**config.mk**
```make
export PLATFORM = sky130hd
export DESIGN_NAME = rg_handoff
export DESIGN_NICKNAME = d
export VERILOG_FILES = /design/src/rtl/rg_handoff_pkg.sv /design/src/rtl/rg_line_sense.sv /design/src/rtl/rg_prio_pick.sv /design/src/rtl/rg_release_qual.sv /design/src/rtl/rg_handoff_fsm.sv /design/src/rtl/rg_handoff.sv
export SDC_FILE = /design/constraint.sdc
export NUM_CORES = 1
export LEC_CHECK = 0
export BUFFER_PORTS_ARGS = -buffer_cell sky130_fd_sc_hd__clkbuf_2
export CORE_AREA = 2 2 39 41
export DETAILED_ROUTE_END_ITERATION = 12
export DIE_AREA = 0 0 41 43
export PLACE_DENSITY = 0.46
export SLEW_MARGIN = 0
export SYNTH_ARGS = -nofsm -noshare
export SYNTH_HDL_FRONTEND = slang
export SYNTH_HIERARCHICAL = 1
export SYNTH_SLANG_ARGS = --single-unit
```
**constraint.sdc**
```tcl
create_clock -name clk -period 2.6 [get_ports clk]
set_input_delay 0.13 -clock clk [delete_from_list [all_inputs] [get_ports clk]]
set_output_delay 0.13 -clock clk [all_outputs]
set_load 0.03 [all_outputs]
```
**src/rtl/rg_handoff_pkg.sv**
```systemverilog
package rg_handoff_pkg;

    typedef enum logic [2:0] {
        PH_IDLE = 3'd0,
        PH_T1   = 3'd1,
        PH_T2   = 3'd2,
        PH_T3   = 3'd3,
        PH_T4   = 3'd4,
        PH_TW   = 3'd5
    } bus_phase_e;

    typedef enum logic [2:0] {
        HS_OWN   = 3'd0,
        HS_PEND  = 3'd1,
        HS_GRANT = 3'd2,
        HS_HOLD  = 3'd3,
        HS_DEAD  = 3'd4
    } hs_state_e;

    typedef struct packed {
        logic split_low;
        logic first_ack;
        logic locked;
    } cyc_cond_t;

    // Phases in which a request still counts as early enough for this cycle.
    function automatic logic phase_is_early(bus_phase_e p);
        return (p == PH_T1) || (p == PH_T2);
    endfunction

    function automatic logic conds_clear(cyc_cond_t c);
        return !(c.split_low || c.first_ack || c.locked);
    endfunction

endpackage

```
**src/rtl/rg_line_sense.sv**
```systemverilog
module rg_line_sense #(
    parameter int NCH = 2
) (
    input  logic [NCH-1:0] line_i,
    input  logic [NCH-1:0] pull_i,
    output logic [NCH-1:0] low_seen_o
);
    // A line only counts as pulled by someone else when this side is not
    // driving it itself.
    for (genvar g = 0; g < NCH; g++) begin : g_ch
        assign low_seen_o[g] = !line_i[g] && !pull_i[g];
    end
endmodule

```
**src/rtl/rg_prio_pick.sv**
```systemverilog
module rg_prio_pick #(
    parameter int NCH = 2,
    parameter int CHW = 1
) (
    input  logic [NCH-1:0] req_i,
    output logic           any_o,
    output logic [CHW-1:0] idx_o
);
    always_comb begin
        any_o = |req_i;
        idx_o = '0;
        // Walk from the top down so the lowest index is assigned last and wins.
        for (int i = NCH - 1; i >= 0; i--) begin
            if (req_i[i]) idx_o = CHW'(i);
        end
    end
endmodule

```
**src/rtl/rg_release_qual.sv**
```systemverilog
module rg_release_qual
    import rg_handoff_pkg::*;
(
    input  logic       clk,
    input  logic       rst,
    input  bus_phase_e phase_i,
    input  cyc_cond_t  cond_i,
    input  logic       arm_i,
    input  logic       pending_i,
    output logic       eligible_o
);
    logic early_q;

    // early_q: the held request has been seen in T1/T2 of the current cycle.
    always_ff @(posedge clk) begin
        if (rst) begin
            early_q <= 1'b0;
        end else if (arm_i) begin
            early_q <= phase_is_early(phase_i);
        end else if (pending_i) begin
            if (phase_is_early(phase_i)) begin
                early_q <= 1'b1;
            end else if (phase_i == PH_T4) begin
                early_q <= 1'b0;
            end
        end else begin
            early_q <= 1'b0;
        end
    end

    always_comb begin
        eligible_o = 1'b0;
        if (pending_i) begin
            if (phase_i == PH_IDLE) begin
                eligible_o = 1'b1;
            end else if (phase_i == PH_T4 && early_q && conds_clear(cond_i)) begin
                eligible_o = 1'b1;
            end
        end
    end
endmodule

```
**src/rtl/rg_handoff_fsm.sv**
```systemverilog
module rg_handoff_fsm
    import rg_handoff_pkg::*;
#(
    parameter int NCH = 2,
    parameter int CHW = 1
) (
    input  logic           clk,
    input  logic           rst,
    input  logic [NCH-1:0] low_seen_i,
    input  logic           pick_any_i,
    input  logic [CHW-1:0] pick_idx_i,
    input  logic           eligible_i,
    output logic           arm_o,
    output logic           pending_o,
    output logic [NCH-1:0] pull_o,
    output logic           bus_float_o
);
    hs_state_e      state_q, state_d;
    logic [CHW-1:0] ch_q, ch_d;
    logic           release_seen;

    assign release_seen = low_seen_i[ch_q];
    assign arm_o        = (state_q == HS_OWN) && pick_any_i;
    assign pending_o    = (state_q == HS_PEND);

    always_comb begin
        state_d = state_q;
        ch_d    = ch_q;
        case (state_q)
            HS_OWN: begin
                if (pick_any_i) begin
                    state_d = HS_PEND;
                    ch_d    = pick_idx_i;
                end
            end
            HS_PEND:  if (eligible_i)   state_d = HS_GRANT;
            HS_GRANT:                   state_d = HS_HOLD;
            HS_HOLD:  if (release_seen) state_d = HS_DEAD;
            HS_DEAD:                    state_d = HS_OWN;
            default:                    state_d = HS_OWN;
        endcase
    end

    always_ff @(posedge clk) begin
        if (rst) begin
            state_q <= HS_OWN;
            ch_q    <= '0;
        end else begin
            state_q <= state_d;
            ch_q    <= ch_d;
        end
    end

    for (genvar g = 0; g < NCH; g++) begin : g_pull
        assign pull_o[g] = (state_q == HS_GRANT) && (ch_q == CHW'(g));
    end

    assign bus_float_o = (state_q == HS_GRANT) || (state_q == HS_HOLD);
endmodule

```
**src/rtl/rg_handoff.sv**
```systemverilog
module rg_handoff
    import rg_handoff_pkg::*;
#(
    parameter int NCH = 2
) (
    input  logic           clk,
    input  logic           rst,
    input  logic [2:0]     phase_i,
    input  logic           split_low_i,
    input  logic           first_ack_i,
    input  logic           locked_i,
    input  logic [NCH-1:0] rg_line_i,
    output logic [NCH-1:0] rg_pull_o,
    output logic           bus_float_o
);
    localparam int CHW = (NCH > 1) ? $clog2(NCH) : 1;

    bus_phase_e     phase;
    cyc_cond_t      cond;
    logic [NCH-1:0] low_seen;
    logic           pick_any;
    logic [CHW-1:0] pick_idx;
    logic           eligible;
    logic           arm;
    logic           pending;

    assign phase = bus_phase_e'(phase_i);
    assign cond  = '{split_low: split_low_i, first_ack: first_ack_i, locked: locked_i};

    rg_line_sense #(.NCH(NCH)) u_sense (
        .line_i     (rg_line_i),
        .pull_i     (rg_pull_o),
        .low_seen_o (low_seen)
    );

    rg_prio_pick #(.NCH(NCH), .CHW(CHW)) u_pick (
        .req_i (low_seen),
        .any_o (pick_any),
        .idx_o (pick_idx)
    );

    rg_release_qual u_qual (
        .clk        (clk),
        .rst        (rst),
        .phase_i    (phase),
        .cond_i     (cond),
        .arm_i      (arm),
        .pending_i  (pending),
        .eligible_o (eligible)
    );

    rg_handoff_fsm #(.NCH(NCH), .CHW(CHW)) u_fsm (
        .clk         (clk),
        .rst         (rst),
        .low_seen_i  (low_seen),
        .pick_any_i  (pick_any),
        .pick_idx_i  (pick_idx),
        .eligible_i  (eligible),
        .arm_o       (arm),
        .pending_o   (pending),
        .pull_o      (rg_pull_o),
        .bus_float_o (bus_float_o)
    );
endmodule

```
# == Word-level counts from Yosys, hierarchy flattened ==
# Cells that the tools add are included.
# totals
reg_bits,5
output_inout_bits,3
in_bits,10
# op_classes
n_bitwise,1
eq_ne,10
n_reduce_logical,21
order_cmp,1
mux,15
# op_table
operator,n
$pmux W3 S4,1
$mux W1,11
$eq A3 B2 Y1 const B,3
$mux W3,3
$logic_and A1 B1 Y1,7
$eq A3 B1 Y1 const B,2
$logic_not A3 Y1,2
$logic_not A1 Y1,5
$logic_or A1 B1 Y1,4
$ne A2 B1 Y1 const B,2
$ne A4 B2 Y1 const B,1
$eq A3 B3 Y1 const B,1
$reduce_and A3 Y1,1
$lt A1 B2 Y1 const B,1
$ne A2 B2 Y1 const B,1
$reduce_and A2 Y1,1
$reduce_or A2 Y1,1
$not A1 Y1,1

# == Depth between registers and ports, before layout ==
# depth
depth_word,9
mapped_depth,9

# == Cells and area by module ==
# Netlist, hierarchy kept.
# modules_own_cells
mod,area_each_um2,seq_area_each_um2,cells_per_inst,instances
rg_handoff_fsm,224.0,80.1,24,1
rg_release_qual,78.8,20.0,12,1
rg_prio_pick,12.5,0.0,2,1
rg_line_sense,7.5,0.0,2,1

# == Worst setup path before layout ==
# No wires, ideal clock.
# synth_timing
path_kind,register to register
start,register u_fsm.state_q[2]
end,register u_qual.early_q
period_less_slack_ns,2.206
path_slack_ns,0.394
setup_ns,0.059
path_stages_with_launch,10
t_required_ns,2.541
t_arrival_ns,2.146
path_cell_list,dfxtp_1 > and2b_2 > nand2b_1 > nor2_1 > nor2_1 > or2_1 > nor4b_4 > nand2b_1 > o21ai_0 > and3_1
# synth_between
elab_chain_len,7
# synth_lines
item,line,source
from (decl),rg_handoff_fsm.sv:18,"hs_state_e state_q, state_d;"
from (signal assigned),rg_handoff_fsm.sv:49,state_q <= state_d;
$eq A3 B2 Y1 (*),rg_handoff_fsm.sv:55,assign pull_o[g] = (state_q == HS_GRANT) && (ch_q == CHW'(g));
$logic_and A1 B1 Y1 (*),rg_handoff_fsm.sv:55,
net rg_pull_o[1],rg_handoff.sv:13,"output logic [NCH-1:0] rg_pull_o,"
$logic_not A1 Y1 (*),rg_line_sense.sv:11,assign low_seen_o[g] = !line_i[g] && !pull_i[g];
$logic_and A1 B1 Y1 (*),rg_line_sense.sv:11,
net low_seen[1],rg_handoff.sv:20,logic [NCH-1:0] low_seen;
$reduce_or A2 Y1 (*),rg_prio_pick.sv:10,any_o = |req_i;
net pick_any,rg_handoff.sv:21,logic pick_any;
$logic_and A1 B1 Y1 (*),rg_handoff_fsm.sv:23,assign arm_o = (state_q == HS_OWN) && pick_any_i;
net arm,rg_handoff.sv:24,logic arm;
$ne A4 B2 Y1 (no line) / $mux W1 (equally long branches),-,
to (signal assigned),rg_release_qual.sv:19,early_q <= phase_is_early(phase_i);
to (decl),rg_release_qual.sv:12,logic early_q;
# Mark *: on every way through the listed nets, which the timed path passes. The rest lies on a longest branch.
# A chain may end at the register's enable or synchronous reset.

# == Worst setup path in the final report ==
# layout_timing
start,register u_fsm.state_q[2]
end,register u_qual.early_q
# layout_between
elab_chain_len,7
# layout_lines
item,line
$eq A3 B2 Y1 (*),rg_handoff_fsm.sv:55
$logic_and A1 B1 Y1 (*),rg_handoff_fsm.sv:55
$logic_not A1 Y1 (*),rg_line_sense.sv:11
$logic_and A1 B1 Y1 (*),rg_line_sense.sv:11
net low_seen[0],rg_handoff.sv:20
$reduce_or A2 Y1 (*),rg_prio_pick.sv:10
net pick_any,rg_handoff.sv:21
$logic_and A1 B1 Y1 (*),rg_handoff_fsm.sv:23
net arm,rg_handoff.sv:24
$ne A4 B2 Y1 (no line) / $mux W1 (equally long branches),-
# Marks and branches as above.

==> results.md <==
- Reg-to-reg setup timing slack: 0.66 ns
- Reg2reg end: u_qual/early_q
- Vias in the first global route: slightly below 300
- RSZ-0062 raised after global routing: no
- Cells after Synth: 40
- GRT overflow: 0
- Vias per cell: between 4 and 5
- Max_slew headroom: between 80% and 90%
- Post-layout util: 31.0%
- Cells after DPL: 68
- Dominant cell type by area after synthesis: dfxtp_1
- CP Capture Type: register
- CP max stage cell: dfxtp_1
- Worst R2R Start: u_fsm/state_q[2]
- Non-Filler Instances: between 70 and 80
- Routability congestion estimate: between 0.7 and 0.8
- Final count of pins violating max slew: 0
- Synth Warn #: 6
- Hold path endpoint: u_fsm/state_q[0]
- Nets@finish: 67
- Clk Latency, worst-skew pair: approximately 0.24 ns
- Clk_skew: 0.00426 ns
- CP Cell Sequence: and2b_2 -> nand2b_1 -> nor2_1 -> nor2_1 -> or2_1 -> nor4b_4 -> nand2b_1 -> o21ai_0 -> and3_1
- Final setup vio count: 0
- FF-to-FF path depth: 9
- Drt initial violations: 4
- Worst path max stage delay: 0.40 ns
- HP Class: in2reg
- CTS Buf Count: 3
- PwrDens: 477 mW/mm^2
- P_leak: roughly 0.19 nW
- Max FO, Critical Path: 4
- Dominant cells by area after synthesis: dfxtp_1 (31%), nor2_1 (12%), nor4b_4 (7.4%)
- Clk sink count: 5
- Fin. Hold Viols: 0
- H-tree Lvls: 1
- Worst hold path depth: 2
- Gates resized, CTS repair: 0
- CTS tree: yes
- Fmax: ~510 MHz
- Worst-margin pin slew: 0.286 ns
- Die W: 41 um
- Diode count: 0
- Worst vdd ir: approximately 200 uV
- Worst-path clk slew: 0.04 ns
- Crit path depth: 9
- Total power draw: around 0.00020 W
- Rows: 14
- Syn-to-layout area delta: 32.9%
- Syn_nets: 50
- DRC: 0
- Worst path top cell family by delay: simple AND/OR/NAND/NOR gates
- Fin crit share: between 70% and 80%
- Post-synthesis sequential area ratio: between 30% and 40%
- TritonRoute pass-1 iters: 2
- Drt wl/cell: 8.64 um
- Post-CTS setup buffers: 0
- Port Buffer Count: 12
- Post-Route WL: between 600 and 700 um
- Sum of negative setup slack: 0 ns
- Max Root-Sink Buffers: 2
- Post-Syn Area per Cell: about 8.1 um^2
- Via count: 319
- Yosys cell types: 20
- CP Data Arrival Time: roughly 2.1 ns
- Num ports: 13
- Max Cap Violations: 0
- Worst Hold Launch: rst
- Status: completed
- HPWL reported at the end of detailed placement: 539 um
- Layout cells sized above 1: about a third
- Flops & latches, synth: 5
- CP Data Required Time: between 2 and 3 ns
- Syn Std Cell Area: approximately 320 um^2
- Largest net degree at the start of global routing: 9
- Die area: roughly 0.0018 mm^2
- Core area: ~0.0014 mm^2
- Tmin final: ~2 ns
- Die height: roughly 43 um
- Fillers: 150
- Critical path type: reg2reg
- Initial Utilization: between 20% and 30%
- CP startpoint kind: register
- Buffers and inverters on the worst path: 0
- Initial antenna violation count: 0
- Cts hold-fix bufs: 0
- Top cell type's share of synthesized area: slightly above 30%
- Antenna viol nets, final: 0
- CTS Root Cell: clkbuf_4
- Total Routing Usage GR: between 8 and 9%
- First-pass GRT wire length: 1010 um
per-stage QoR:
step	hold WS, ns	cell area, um^2	setup slack (ns)
global placement	0.385	403	0.689
finish	0.138	429	0.658
global route	0.142	429	0.510
floorplan	0.196	323	0.394
detailed placement	0.386	403	0.654
CTS	0.133	429	0.631
worst max-delay path by stage:
stage	from	end	slack [ns]
CTS	u_fsm/state_q[2]	u_qual/early_q	0.63
global placement	u_fsm/state_q[2]	u_qual/early_q	0.69
global route	u_fsm/state_q[2]	u_qual/early_q	0.51
floorplan	u_fsm/state_q[2]	u_qual/early_q	0.39
detailed placement	u_fsm/state_q[2]	u_qual/early_q	0.65
finish	u_fsm/state_q[2]	u_qual/early_q	0.66
cells by family (layout without fill, tap and decap cells):
| family | after synthesis | in the layout | share of synthesized area [%] |
|---|---|---|---|
| mux | 2 | 2 | 6.20 |
| flops | 5 | 5 | 31.0 |
| simple gates | 26 | 26 | 48.8 |
| compound gates | 6 | 6 | 12.8 |
| buf+inv | 1 | 17 | 1.16 |
layout by cell type (no fill, tap or decap):
master / instances
nor4b_4: 1
or4b_1: 1
or2_1: 1
a31oi_1: 1
nand3_1: 1
nand3_2: 1
and2_1: 2
and2b_2: 1
a221oi_2: 1
a21oi_1: 1
nor2b_1: 1
inv_1: 1
nand2_1: 2
dfxtp_1: 5
nor3_1: 1
nand2b_1: 3
clkbuf_2: 12
o21ai_0: 3
clkbuf_1: 1
clkbuf_4: 3
mux2i_1: 2
nor2_1: 10
and3_1: 1
sequential cells by signal (all words and copies together) (netlist names):
signal / count
u_fsm/ch_q: 1
u_fsm/state_q: 3
u_qual/early_q: 1
cell type report:
| cell class | instances | area (um^2) | share of cell area (%) |
|---|---|---|---|
| tap | 16 | 20.0 | 4.66 |
| inverter | 1 | 3.75 | 0.875 |
| multi-input combinational | 34 | 219 | 51.0 |
| timing repair buffer | 12 | 60.1 | 14.0 |
| sequential | 5 | 100 | 23.3 |
| clock buffer | 4 | 26.3 | 6.12 |
power by group:
part           total (W)  internal [W]  switching (W)
Sequential     0.0000852     0.0000804     0.00000478
Combinational  0.0000312     0.0000171      0.0000141
Clock          0.0000884     0.0000579      0.0000305
synthesized netlist by cell type:
cell type and count:
nand3_2 1, nor2b_1 1, nor4b_4 1, nand2b_1 3, inv_1 1, or2_1 1
and3_1 1, nor3_1 1, nor2_1 10, and2b_2 1, nand3_1 1, a21oi_1 1
nand2_1 2, or4b_1 1, a31oi_1 1, a221oi_2 1, dfxtp_1 5, and2_1 2
mux2i_1 2, o21ai_0 3
layer usage:
metal  routed length (um)  track usage, %  share of wire [%]
met1                  299            9.29                 48
met2                  290            12.8                 47
met3                   32            1.57                5.1
met4                    0            8.00                  0
met5                    0               0                  0
Note: power is estimated with default switching activity, not from simulation.
